===== src/rtl/clkbuf_smb_regs.sv =====
module clkbuf_smb_regs #(
  parameter int unsigned NUM_OUT   = 2,
  parameter logic [7:0]  WR_ADDR   = 8'hDC,
  parameter logic [3:0]  REV_ID    = 4'h0,
  parameter logic [3:0]  VENDOR_ID = 4'h1,
  parameter logic [7:0]  DEVICE_ID = 8'h06,
  parameter logic [7:0]  CNT_INIT  = 8'h06
) (
  input  logic               clk,
  input  logic               rst_n,
  input  logic               start_i,
  input  logic               stop_i,
  input  logic               rx_valid_i,
  input  logic [7:0]         rx_byte_i,
  output logic               ack_o,
  input  logic               tx_take_i,
  output logic [7:0]         tx_byte_o,
  input  logic               pin_bw_i,
  input  logic [NUM_OUT-1:0] clkreq_n_i,
  output logic [NUM_OUT-1:0] oe_o,
  output logic               pll_bw_o,
  output logic               pll_en_o
);
  localparam logic [7:0] RD_ADDR  = WR_ADDR | 8'h01;
  localparam logic [7:0] LAST_IDX = 8'd5;

  typedef enum logic [2:0] {PH_IDLE, PH_ADDR, PH_CMD, PH_WDATA, PH_READ} phase_t;

  phase_t     phase;
  logic [7:0] ctrl_q, oe_reg_q, fsel_q, cnt_q;
  logic [7:0] wr_idx, rd_idx;

  wire sw_en = ctrl_q[7];
  wire addr_hit = (rx_byte_i == WR_ADDR) || (rx_byte_i == RD_ADDR);

  always_comb begin
    ack_o = 1'b0;
    if (rx_valid_i && !start_i) begin
      case (phase)
        PH_ADDR:  ack_o = addr_hit;
        PH_CMD:   ack_o = 1'b1;
        PH_WDATA: ack_o = 1'b1;
        default:  ack_o = 1'b0;
      endcase
    end
  end

  always_comb begin
    tx_byte_o = 8'hFF;
    if (rd_idx < cnt_q) begin
      case (rd_idx)
        8'd0:    tx_byte_o = ctrl_q;
        8'd1:    tx_byte_o = oe_reg_q;
        8'd2:    tx_byte_o = fsel_q;
        8'd3:    tx_byte_o = {REV_ID, VENDOR_ID};
        8'd4:    tx_byte_o = DEVICE_ID;
        8'd5:    tx_byte_o = cnt_q;
        default: tx_byte_o = 8'hFF;
      endcase
    end
  end

  always_ff @(posedge clk or negedge rst_n) begin
    if (!rst_n) begin
      phase    <= PH_IDLE;
      ctrl_q   <= 8'h03;
      oe_reg_q <= 8'h00;
      fsel_q   <= 8'h00;
      cnt_q    <= CNT_INIT;
      wr_idx   <= 8'd0;
      rd_idx   <= 8'd0;
    end else if (start_i) begin
      phase <= PH_ADDR;
    end else if (stop_i) begin
      phase <= PH_IDLE;
    end else begin
      if (rx_valid_i) begin
        case (phase)
          PH_ADDR: begin
            if (rx_byte_i == WR_ADDR) phase <= PH_CMD;
            else if (rx_byte_i == RD_ADDR) begin
              phase  <= PH_READ;
              rd_idx <= 8'd0;
            end else phase <= PH_IDLE;
          end
          PH_CMD: begin
            wr_idx <= rx_byte_i;
            phase  <= PH_WDATA;
          end
          PH_WDATA: begin
            case (wr_idx)
              8'd0:    ctrl_q   <= rx_byte_i;
              8'd1:    oe_reg_q <= rx_byte_i;
              8'd2:    fsel_q   <= rx_byte_i;
              8'd5:    cnt_q    <= (rx_byte_i == 8'd0) ? 8'd1 : rx_byte_i;
              default: ;
            endcase
            if (wr_idx != 8'hFF && wr_idx <= LAST_IDX) wr_idx <= wr_idx + 8'd1;
            else if (wr_idx != 8'hFF) wr_idx <= wr_idx + 8'd1;
          end
          default: ;
        endcase
      end
      if (phase == PH_READ && tx_take_i && rd_idx < cnt_q)
        rd_idx <= rd_idx + 8'd1;
    end
  end

  assign oe_o     = ~clkreq_n_i;
  assign pll_bw_o = sw_en ? ctrl_q[1] : pin_bw_i;
  assign pll_en_o = sw_en ? ctrl_q[0] : 1'b1;
endmodule



===== config.mk =====
export PLATFORM = sky130hd
export DESIGN_NAME = clkbuf_smb_regs
export DESIGN_NICKNAME = d
export VERILOG_FILES = /design/src/rtl/clkbuf_smb_regs.sv
export SDC_FILE = /design/constraint.sdc
export NUM_CORES = 1
export LEC_CHECK = 0
export CAP_MARGIN = 20
export CORE_MARGIN = 2
export CORE_UTILIZATION = 30
export DETAILED_ROUTE_END_ITERATION = 10
export SYNTH_ARGS = -nofsm -noshare
export SYNTH_HDL_FRONTEND = slang
export SYNTH_SLANG_ARGS = --single-unit

===== constraint.sdc =====
create_clock -name clk -period 3.85 [get_ports clk]
set_clock_uncertainty 0.15 [all_clocks]
set_input_delay 1.155 -clock clk [delete_from_list [all_inputs] [get_ports clk]]
set_output_delay 1.155 -clock clk [all_outputs]
set_load 0.03 [all_outputs]

Yosys cells after proc, flatten, opt, wreduce, memory -nomap -nowiden
Index checks and enable logic that the tools add are counted.
{ "totals": {"in_bits": 17, "output_inout_bits": 13, "regBits": 51} }
{ "classes": {"n_eq_ne": 17, "bitwise_logic": 3, "muxes": 21, "reduce_logical": 23, "magnitude_cmp": 2, "addsub": 2} }
{ "ops": {"columns": ["op", "n"], "rows": [
  ["$mux W8", 9],
  ["$pmux W8 S6", 1],
  ["$reduce_and A5 Y1", 5],
  ["$eq A8 B2 Y1 const B", 3],
  ["$eq A8 B3 Y1 const B", 3],
  ["$logic_not A8 Y1", 3],
  ["$add A8 B1 Y8 const B", 2],
  ["$eq A8 B1 Y1 const B", 2],
  ["$eq A8 B8 Y1 const B", 2],
  ["$pmux W8 S2", 1],
  ["$mux W3", 5],
  ["$le A8 B3 Y1 const B", 1],
  ["$lt A8 B8 Y1", 1],
  ["$ne A8 B8 Y1 const B", 1],
  ["$reduce_bool A2 Y1", 4],
  ["$eq A3 B2 Y1 const B", 2],
  ["$pmux W3 S2", 1],
  ["$reduce_and A6 Y1", 1],
  ["$logic_and A1 B1 Y1", 4],
  ["$reduce_bool A4 Y1", 1],
  ["$eq A3 B1 Y1 const B", 1],
  ["$eq A3 B3 Y1 const B", 1],
  ["$mux W1", 3],
  ["$ne A3 B3 Y1 const B", 1],
  ["other kinds (9)", 10]
]} }

Longest topological paths before layout
{ "logic_depth": {"ltp_word": 7, "ltp_mapped": 8, "depth_no_buf": 7} }

Worst setup path after synthesis
Ideal clock, no wire load.
{ "synth_timing": {"path_kind": "register to output", "start": "reg cnt_q[1]", "end": "out tx_byte_o[0]", "stages_incl_launch_ff": 8, "setup_slack_ps": 159, "t_arrival_ps": 2386, "n_path_buf": 0, "cell_sequence": "dfstp_2 > inv_1 > ha_1 > or4_1 > a21oi_1 > nor3_1 > nor3_1 > o21ai_0"} }
{ "synth_between": {"elab_chain_cells": 2} }
{ "synth_rtl": {"columns": ["item", "line", "rtl"], "rows": [
  ["from (decl)", "30", "logic [7:0] ctrl_q, oe_reg_q, fsel_q, cnt_q;"],
  ["from (signal assigned)", "95", "8'd5: cnt_q <= (rx_byte_i == 8'd0) ? 8'd1 : rx_byte_i;"],
  ["$lt A8 B8 Y1", "50", "if (rd_idx < cnt_q) begin"],
  ["$mux W8", "50", null],
  ["to (decl)", "17", "output logic [7:0] tx_byte_o,"]
]} }
No other way between the ends.

Final worst setup path
{ "layout_timing": {"start": "in rx_byte_i[4]", "end": "out ack_o"} }
{ "layout_between": {"elab_chain_cells": 4} }
{ "layout_rtl": {"columns": ["item", "line", "rtl"], "rows": [
  ["from (decl)", "14", "input logic [7:0] rx_byte_i,"],
  ["$eq A8 B8 Y1", "34", "wire addr_hit = (rx_byte_i == WR_ADDR) || (rx_byte_i == RD_ADDR);"],
  ["$logic_or A1 B1 Y1 *", "34", null],
  ["$pmux W1 S2 *", "39", "case (phase)"],
  ["$mux W1 *", "38", "if (rx_valid_i && !start_i) begin"],
  ["to (decl)", "15", "output logic ack_o,"]
]} }
Every way passes the cells marked *; elsewhere a longest branch is shown, timed or not.

==> flow_summary.toml <==
[floorplan]
core_um2 = 9590
die_y_um = 103
die_w_um = 103
die-area_um2 = 10500
initial_core_util_pct = 30.5
ios = 30
rows = 36

[cts]
cts_made_buffers = 5
clkTransAtPathRegs_ps = 100
root_buffer = "clkbuf_8"
htree_num_levels = 2
insertion_delay_ps = 310
cts_tree = "built"
cts.path.max_buffers = 2
cts-hold-fix-buffers = 0
cts.sinks = 51

[run_status]
outcome = "complete, no violations"

[routing]
routed_wl_um = 7100
vias_per_cell = 5.01
drt_iter0_drc = 111
drt.antenna.violating_nets = 0
first_pass_iters = 4
wl_per_cell_um = 14.9
vias = 2389
drc = 0

[power]
ir_drop_mv = 0.143
finalPower_mw = 0.931
power.leakage_nw = 1.67
power_density_nw_per_um2 = 255

[final_layout]
layout-drive-gt1-share_pct = 25.9
final_cell_area_um2 = 3650
final_util_pct = 38.1
seq_area_um2 = 1280
nets = 375
antenna_cells = 0
syn2layout_area_growth_pct = 25.0
instances_no_fill = 477
fillers = 978
multi_input_area_um2 = 1610

[grt]
grt_pass1_wl_um = 11700
antenna_found_initial = 0
overflow = 0
track_usage_pct = 14.4
grt_max_degree = 33
grt_pass1_vias = 2342

[worst_setup_path]
critPathMaxFanout = 2
r2r-end = "fsel_q[5]"
rr_startpoint = "phase[1]"
r2r_slack_ps = 1300
rr_worst_depth = 6
path_class = "primary input to primary output"
endpoint_kind = "primary output"
cp-start-kind = "primary input"
crit_arrival_ps = 2470
cp.required_ps = 2540

[yosys]
synth_top_area_share_pct = 40.2
yosysMostFrequentCell = "dfrtp_1"
synth_edf_count = 0
ys_warn_count = 0
synthCells = 292
syn_area_per_cell_um2 = 10.0
ys_top_cells_by_count = "dfrtp_1 (47), nand2_1 (26), mux2_2 (25)"
syn-num-nets = 324
synth_top_flop_cell = "dfrtp_1"
seq_area_frac_synth_pct = 43.8
synth_area_um2 = 2920
synth_seq_cells = 51
synth_area_leaders = "dfrtp_1 (40%), mux2_2 (9.6%), ha_1 (6.4%)"
synth_top_area_cell = "dfrtp_1"
yosys.cell_types.count = 51
synth_async_sr_flop_share_pct = 100

[sta]
worst_pin_slew_ps = 484
timing.final.crit_share_pct = 98.1
min_period_ps = 3780
setup_viol = 0
final_max_slew_viol_count = 0
grt_setup_unrepaired = "no"
whs_ps = 367
fmax_ghz = 0.265
tns_ps = 0
final-hold-violation-count = 0
finalWorstSetupSlack_ps = 71.3
slew_headroom_pct = 67.7

[hold_path]
hp-start = "ctrl_q[2]"
worstHoldPathType = "flop to flop"
hold_depth = 1
min_to = "ctrl_q[2]"

[place]
routabilityCongestion = 0.782
placed_cells = 468
io_buffers = 29
dp_hpwl_um = 5360
placed_area_um2 = 3510
dpl_worst_slack_ps = -95.2

[flow_run]
drv_cap = 0
-- power breakdown --
part           internal [mW]  total [mW]  switching [mW]
Clock                  0.134       0.328           0.195
Combinational         0.0295      0.0645          0.0351
Sequential             0.536       0.538         0.00173
-- layout by cell type (no fill, tap or decap), drive strengths merged, types with 7 or more instances in the layout --
master,instances
nand2,26
mux2,25
nor3,9
or3,7
buf,35
ha,15
clkdlybuf4s50,18
o21ai,22
dfrtp,47
a21oi,24
nand3,7
nor2,18
inv,17
a222oi,7
-- metal layers --
layer / part of all wire, % / vias up / global-route usage [%]
met5: 0 / - / 0
met4: 0.42 / 0 / 3.38
met3: 5.4 / 2 / 3.32
met2: 46 / 48 / 22.8
met1: 48 / 1168 / 20.1
li1: - / 1171 / -
-- worst max-delay path, cell delays in order --
cell and delay, ps:
clkdlybuf4s50_1 490, nand4_1 220, nor2_1 170, nor2_1 60, nor3_2 190, buf_4 190
-- flip-flops by register name, indices dropped and copies added, names as in the netlist --
signal    count
ctrl_q        8
phase         3
oe_reg_q      8
rd_idx        8
fsel_q        8
cnt_q         8
wr_idx        8
-- final cells by class --
type,instances,share of cell area [%]
Inverter,16,1.64
Timing Repair Buffer,54,12.1
Tap cell,133,4.56
Clock buffer,5,1.88
Clock inverter,3,0.754
Sequential cell,51,35.1
Multi-Input combinational cell,215,44.0
-- worst max path at each step --
stage            startpoint           end
2_1_floorplan      cnt_q[1]  tx_byte_o[0]
3_3_place_gp   rx_byte_i[7]         ack_o
3_5_place_dp   rx_byte_i[7]         ack_o
4_1_cts        rx_byte_i[4]         ack_o
5_1_grt            cnt_q[2]  tx_byte_o[2]
6_report       rx_byte_i[4]         ack_o
-- timing repair --
| item | in CTS | in global routing |
|---|---|---|
| setup endpoints to repair | 9 | 8 |
| resized for setup | 48 | 22 |
| buffers inserted | 0 | 1 |
| pin swaps | 2 | 4 |
-- kinds of logic (layout without fill, tap and decap cells) --
| kind of cell | count (synthesis) | count (layout) | share of synthesized area [%] |
|---|---|---|---|
| AO/OA/AOI/OAI | 76 | 76 | 17.4 |
| XOR/XNOR | 1 | 1 | 0.300 |
| adder cells (fa/ha/maj) | 15 | 15 | 6.42 |
| buffers and inverters | 26 | 78 | 3.64 |
| flip-flops | 51 | 51 | 43.8 |
| multiplexers | 30 | 30 | 11.3 |
| AND/OR/NAND/NOR | 93 | 93 | 17.1 |
No activity file was read; power rests on OpenSTA's default activity.
